[src/rtl/fpc_pkg.sv]
package fpc_pkg;
  localparam int BUS_W = 32;
  localparam int REG_W = 5;
  localparam int OPC_W = 4;
  localparam logic [OPC_W-1:0] OPC_CMP = '0;

  typedef enum logic [1:0] {
    CLS_NONE   = 2'b00,
    CLS_BRANCH = 2'b01,
    CLS_OPER   = 2'b10,
    CLS_MEM    = 2'b11
  } ins_class_e;

  function automatic ins_class_e cls_of(input logic [BUS_W-1:0] w);
    return ins_class_e'(w[31:30]);
  endfunction

  function automatic logic [OPC_W-1:0] opc_of(input logic [BUS_W-1:0] w);
    return w[29:26];
  endfunction

  function automatic logic [REG_W-1:0] dst_of(input logic [BUS_W-1:0] w);
    return w[25:21];
  endfunction

  function automatic logic is_cmp(input logic [BUS_W-1:0] w);
    return cls_of(w) == CLS_OPER && opc_of(w) == OPC_CMP;
  endfunction

  function automatic logic is_producer(input logic [BUS_W-1:0] w);
    return cls_of(w) == CLS_OPER && opc_of(w) != OPC_CMP;
  endfunction

  function automatic logic src_hit(input logic [BUS_W-1:0] w, input logic [REG_W-1:0] r);
    return cls_of(w) == CLS_OPER && (w[20:16] == r || w[15:11] == r);
  endfunction
endpackage

[src/rtl/fpc_queue.sv]
module fpc_queue #(
  parameter int W     = 32,
  parameter int DEPTH = 2
) (
  input  logic                         clk,
  input  logic                         rst,
  input  logic                         clr,
  input  logic                         push,
  input  logic                         pop,
  input  logic [W-1:0]                 din,
  output logic [DEPTH-1:0][W-1:0]      slots,
  output logic [$clog2(DEPTH+1)-1:0]   count
);
  localparam int CW = $clog2(DEPTH+1);

  logic [CW-1:0] wr_idx;
  assign wr_idx = count - CW'(pop);

  for (genvar g = 0; g < DEPTH; g++) begin : g_slot
    always_ff @(posedge clk) begin
      if (push && wr_idx == CW'(g))
        slots[g] <= din;
      else if (pop && g < DEPTH-1)
        slots[g] <= slots[(g < DEPTH-1) ? g+1 : g];
    end
  end

  always_ff @(posedge clk) begin
    if (rst || clr) count <= '0;
    else            count <= count - CW'(pop) + CW'(push);
  end

  assert_no_overflow_R4: assert property (@(posedge clk) disable iff (rst)
    int'(count) <= DEPTH);
  assert_no_pop_empty_R3: assert property (@(posedge clk) disable iff (rst)
    pop |-> count != '0);
endmodule

[src/rtl/fpc_exec.sv]
module fpc_exec #(
  parameter int LAT = 4
) (
  input  logic clk,
  input  logic rst,
  input  logic kill,
  input  logic start,
  output logic busy,
  output logic fin
);
  localparam int CW = $clog2(LAT+1);
  logic [CW-1:0] cnt;

  always_ff @(posedge clk) begin
    if (rst || kill) begin
      busy <= 1'b0;
      fin  <= 1'b0;
      cnt  <= '0;
    end else begin
      fin <= 1'b0;
      if (busy) begin
        if (cnt == '0) begin
          busy <= 1'b0;
          fin  <= 1'b1;
        end else begin
          cnt <= cnt - 1'b1;
        end
      end else if (start) begin
        busy <= 1'b1;
        cnt  <= CW'(LAT-1);
      end
    end
  end

  assert_fin_single_R6: assert property (@(posedge clk) disable iff (rst)
    fin |=> !fin);
endmodule

[src/rtl/fpc_handshake.sv]
module fpc_handshake
  import fpc_pkg::*;
#(
  parameter int QDEPTH = 2,
  parameter int LAT    = 4
) (
  input  logic             clk,
  input  logic             rst,
  input  logic [31:0]      bus_data,
  input  logic             ins_strobe,
  input  logic             adr_strobe,
  input  logic             end_strobe,
  input  logic             flush,
  input  logic             exc_ack,
  input  logic [1:0]       dp_cc,
  input  logic             dp_exc,
  output logic             hold_n,
  output logic             exc_req_n,
  output logic [1:0]       cc,
  output logic             cc_valid,
  output logic             head_valid,
  output logic [31:0]      head_addr
);
  localparam int CW = $clog2(QDEPTH+1);
  localparam int IW = (QDEPTH > 1) ? $clog2(QDEPTH) : 1;

  logic [BUS_W-1:0]              ins_reg;
  logic                          ins_pend;
  logic [QDEPTH-1:0][BUS_W-1:0]  iq, aq;
  logic [CW-1:0]                 icount, acount;
  logic [QDEPTH-1:0]             done;
  logic [IW-1:0]                 hold_slot;
  logic                          push_ok, pop_ok, start, busy, fin;
  logic                          dep_new, dep_held, exc_pend;
  logic [CW-1:0]                 wr_idx;

  assign pop_ok  = end_strobe && !flush && icount != '0 && done[0];
  assign wr_idx  = icount - CW'(pop_ok);
  assign push_ok = adr_strobe && ins_pend && !flush && int'(wr_idx) < QDEPTH;
  assign start   = !busy && !fin && !flush && icount != '0 &&
                   cls_of(iq[0]) == CLS_OPER && !done[0];

  fpc_queue #(.W(BUS_W), .DEPTH(QDEPTH)) u_iq (
    .clk(clk), .rst(rst), .clr(flush), .push(push_ok), .pop(pop_ok),
    .din(ins_reg), .slots(iq), .count(icount));

  fpc_queue #(.W(BUS_W), .DEPTH(QDEPTH)) u_aq (
    .clk(clk), .rst(rst), .clr(flush), .push(push_ok), .pop(pop_ok),
    .din(bus_data), .slots(aq), .count(acount));

  fpc_exec #(.LAT(LAT)) u_exec (
    .clk(clk), .rst(rst), .kill(flush), .start(start), .busy(busy), .fin(fin));

  assign head_valid = acount != '0;
  assign head_addr  = aq[0];

  // instruction register
  always_ff @(posedge clk) begin
    if (rst || flush) begin
      ins_pend <= 1'b0;
      ins_reg  <= '0;
    end else if (ins_strobe) begin
      ins_pend <= 1'b1;
      ins_reg  <= bus_data;
    end else if (push_ok) begin
      ins_pend <= 1'b0;
    end
  end

  // completion state per queue slot
  always_ff @(posedge clk) begin
    if (rst || flush) begin
      done <= '0;
    end else begin
      for (int i = 0; i < QDEPTH; i++) begin
        if (push_ok && int'(wr_idx) == i)
          done[i] <= cls_of(ins_reg) != CLS_OPER;
        else if (pop_ok)
          done[i] <= (i < QDEPTH-1) ? done[(i < QDEPTH-1) ? i+1 : i] : 1'b0;
        else if (fin && i == 0)
          done[i] <= 1'b1;
      end
    end
  end

  // dependency detection
  always_comb begin
    dep_new  = 1'b0;
    dep_held = 1'b0;
    for (int i = 0; i < QDEPTH; i++) begin
      if (i < int'(icount) && is_producer(iq[i]) && !done[i] &&
          src_hit(ins_reg, dst_of(iq[i])))
        dep_new = 1'b1;
      if (i < int'(hold_slot) && is_producer(iq[i]) && !done[i] &&
          src_hit(iq[hold_slot], dst_of(iq[i])))
        dep_held = 1'b1;
    end
  end

  always_ff @(posedge clk) begin
    if (rst || flush) begin
      hold_n    <= 1'b1;
      hold_slot <= '0;
    end else if (push_ok) begin
      hold_n    <= !dep_new;
      hold_slot <= IW'(wr_idx);
    end else if (!hold_n) begin
      hold_n    <= !dep_held;
      if (pop_ok && hold_slot != '0) hold_slot <= hold_slot - 1'b1;
    end
  end

  // condition codes
  always_ff @(posedge clk) begin
    if (rst) begin
      cc       <= 2'b00;
      cc_valid <= 1'b1;
    end else if (flush) begin
      cc_valid <= 1'b1;
    end else begin
      if (fin && is_cmp(iq[0])) begin
        cc       <= dp_cc;
        cc_valid <= 1'b1;
      end
      if (push_ok && is_cmp(ins_reg)) cc_valid <= 1'b0;
    end
  end

  // exception handshake
  always_ff @(posedge clk) begin
    if (rst) begin
      exc_req_n <= 1'b1;
      exc_pend  <= 1'b0;
    end else begin
      if (!exc_req_n && exc_ack) exc_req_n <= 1'b1;
      if (exc_pend && exc_req_n && ins_strobe && !flush &&
          cls_of(bus_data) != CLS_NONE) begin
        exc_req_n <= 1'b0;
        exc_pend  <= 1'b0;
      end
      if (fin && dp_exc) exc_pend <= 1'b1;
      if (flush)         exc_pend <= 1'b0;
    end
  end

  assert_hold_on_addr_R5: assert property (@(posedge clk) disable iff (rst)
    $fell(hold_n) |-> $past(adr_strobe));
  assert_flush_clears_R10: assert property (@(posedge clk) disable iff (rst)
    flush |=> (hold_n && !head_valid));
  assert_req_held_R9: assert property (@(posedge clk) disable iff (rst)
    (!exc_req_n && !exc_ack) |=> !exc_req_n);
  assert_req_on_fp_R8: assert property (@(posedge clk) disable iff (rst)
    $fell(exc_req_n) |-> ($past(ins_strobe) && $past(bus_data[31:30]) != 2'b00));
  assert_ccv_rise_R7: assert property (@(posedge clk) disable iff (rst)
    $rose(cc_valid) |-> ($past(fin) || $past(flush)));
endmodule

[config.mk]
export PLATFORM = sky130hd
export DESIGN_NAME = fpc_handshake
export DESIGN_NICKNAME = d
export VERILOG_FILES = /design/src/rtl/fpc_pkg.sv /design/src/rtl/fpc_queue.sv /design/src/rtl/fpc_exec.sv /design/src/rtl/fpc_handshake.sv
export SDC_FILE = /design/constraint.sdc
export NUM_CORES = 1
export LEC_CHECK = 0
export CAP_MARGIN = 20
export CORE_MARGIN = 2
export CORE_UTILIZATION = 45
export CTS_BUF_LIST = sky130_fd_sc_hd__clkbuf_2
export CTS_CLUSTER_SIZE = 14
export DETAILED_ROUTE_END_ITERATION = 6
export GPL_ROUTABILITY_DRIVEN = 0
export PLACE_DENSITY = 0.71
export SYNTH_ARGS = -nofsm -noshare
export SYNTH_HDL_FRONTEND = slang
export SYNTH_HIERARCHICAL = 1
export SYNTH_SLANG_ARGS = --single-unit
[constraint.sdc]
create_clock -name clk -period 7.85 [get_ports clk]
set_input_delay 1.57 -clock clk [delete_from_list [all_inputs] [get_ports clk]]
set_output_delay 1.57 -clock clk [all_outputs]
set_load 0.05 [all_outputs]
==> metrics <==
# rows=43; WS Path Type=in2reg; Worst Clk Skew=36.0 ps; final wirelength=11500 um; Non-Filler Instances=688; first-pass GRT wire length=17800 um; most used cell, CP=inv_1; 1st-iter DRT viols=234; fin crit share=61.0%; pin count of the biggest net entering global routing=34; dpl hpwl=7730 um; Fmax achieved=209 MHz; type of the worst min-delay path=reg2reg; WP buf/inv=3; Worst path slowest cell=nand2b_1; cells along the critical path=clkdlybuf4s50_1 > or3_1 > inv_1 > ha_1 > xnor2_1 > nand4b_1 > inv_1 > nand3b_4 > nand2b_1; Logic pwr share=5.7%; Worst Tran Pin Value=1050 ps; CP endpoint kind=register; max_cap viols=0; sequential share of power=64.9%; Synthesized Nets=457; Clock Tree Root=clkbuf_2; Worst Path Required=8180 ps; Yosys Warn Count=6; Post-CTS Setup Bufs=0; vias in the first global route=3605; Clk network pwr share=29.4%; Cell Int Power=0.000957 W; DRC Markers=0; number of flip-flops in the largest register=64; core area=0.0138 mm2; # H-tree levels=4; placed instance count=656; global-route usage over all layers=15.7%; die area=0.0149 mm2; relative slew slack=30.1%; sum of negative setup slack=0 ps; Clock Latency Late Sink=720 ps; clk slew on worst S/H paths=210 ps; worst vdd ir=0.000123 V; Setup WS pre-CTS=2360 ps; Vias/cell=5.18; sw frac=25.7%; Hold Violations, Final=0; Worst Setup Slack, final=3060 ps; I/O pins=80; Static Leak=2.73 nW; crit path DAT=5120 ps; Post-Syn Area=0.00627 mm2; initial antenna violation count=0; power density over cell area=174 mW/mm2; crit path launch type=input pin; Port Buffer Count=79; Clock Sinks=146; total CTS buffers=17; total gr overflow=0; CTS tree=built; switching pwr=0.000331 W; Max FO, Critical Path=22; CTS max path bufs=2; antenna viol nets, final=0; proportion of layout cells with a drive suffix above 1=20.1%; Pre-antenna DRT Iters=5; RSZ-0062 raised after global routing=no; outcome=completed; Die Wd=122 um; ant diodes=0; max-slew violation count=0; vias=3562; # resized after CTS=0; crit path time final=4790 ps; final setup vio count=0; nets=544; total power=0.00129 W; wire length per cell=16.7 um; Synth-to-Final Area Change=18.4%; initial cell density of the core=45.5%; syn_area_per_cell=15.4 um2; # hold bufs at CTS=0; Die Span Y=122 um; CP max stage delay=910 ps; CP delay by family, top=simple AND/OR/NAND/NOR gates; Post-Synthesis Cells=408
-- per-layer routing --
layer  up-vias  track usage [%]  part of all wire, %  routed length [um]
met1      1776             19.5                   44                5070
li1       1680                -                    -                   -
met2        85             26.4                   50                5760
met3        21             4.03                  3.9                 448
met4         0             5.75                  1.5                 176
met5         -                0                    0                   0
-- stage by stage --
stage | hold WS, ps | cell area, um2 | utilization [%]
after global placement | 454 | 7220 | 52.4
after detailed placement | 459 | 7220 | 52.4
after floorplan | 426 | 6270 | -
after CTS | 494 | 7420 | 53.9
final | 490 | 7420 | 53.9
after global routing | 491 | 7420 | 53.9
-- power by group through the flow --
stage                     Sequential, W  Clock [W]  Combinational (W)
after detailed placement       0.000853          0          0.0000738
final                          0.000836   0.000379          0.0000733
after CTS                      0.000836   0.000390          0.0000742
after global placement         0.000852          0          0.0000719
after floorplan                0.000856          0          0.0000324
after global routing           0.000837   0.000418          0.0000786
-- area by class of cell --
type,count,area (um2)
Inverter,9,33.8
Tap cell,180,225
Clock buffer,17,85.1
Timing Repair Buffer,84,828
Multi-Input combinational cell,237,2150
Sequential cell,146,3980
Clock inverter,15,123
Fill cell,1185,6350
-- worst paths after layout --
check | startpoint | to | slack [ps] | cells past startpoint
max | flush | u_iq/slots[26] | 3060 | 9
min reg2reg | ins_reg[21] | u_iq/slots[53] | 490 | 0
max reg2reg | u_iq/count[1] | u_iq/slots[26] | 4080 | 9
min | ins_reg[21] | u_iq/slots[53] | 490 | 0
-- layout by cell type (no fill, tap or decap), types with 3 or more instances in the layout --
cell type / n
a21oi_1: 4
buf_4: 5
clkbuf_2: 17
clkdlybuf4s50_1: 79
clkinv_4: 3
clkinvlp_4: 5
dfxtp_1: 40
edfxtp_1: 106
ha_1: 7
inv_1: 9
inv_6: 5
mux2_2: 10
mux2_4: 47
mux2i_1: 34
nand2_1: 10
nand2b_1: 7
nand3_1: 4
nor2_1: 35
nor3_1: 5
nor3b_1: 4
nor4_1: 5
o22ai_1: 3
or2_2: 4
xnor2_1: 28
xor2_1: 5
(Power assumes the default switching activity.)
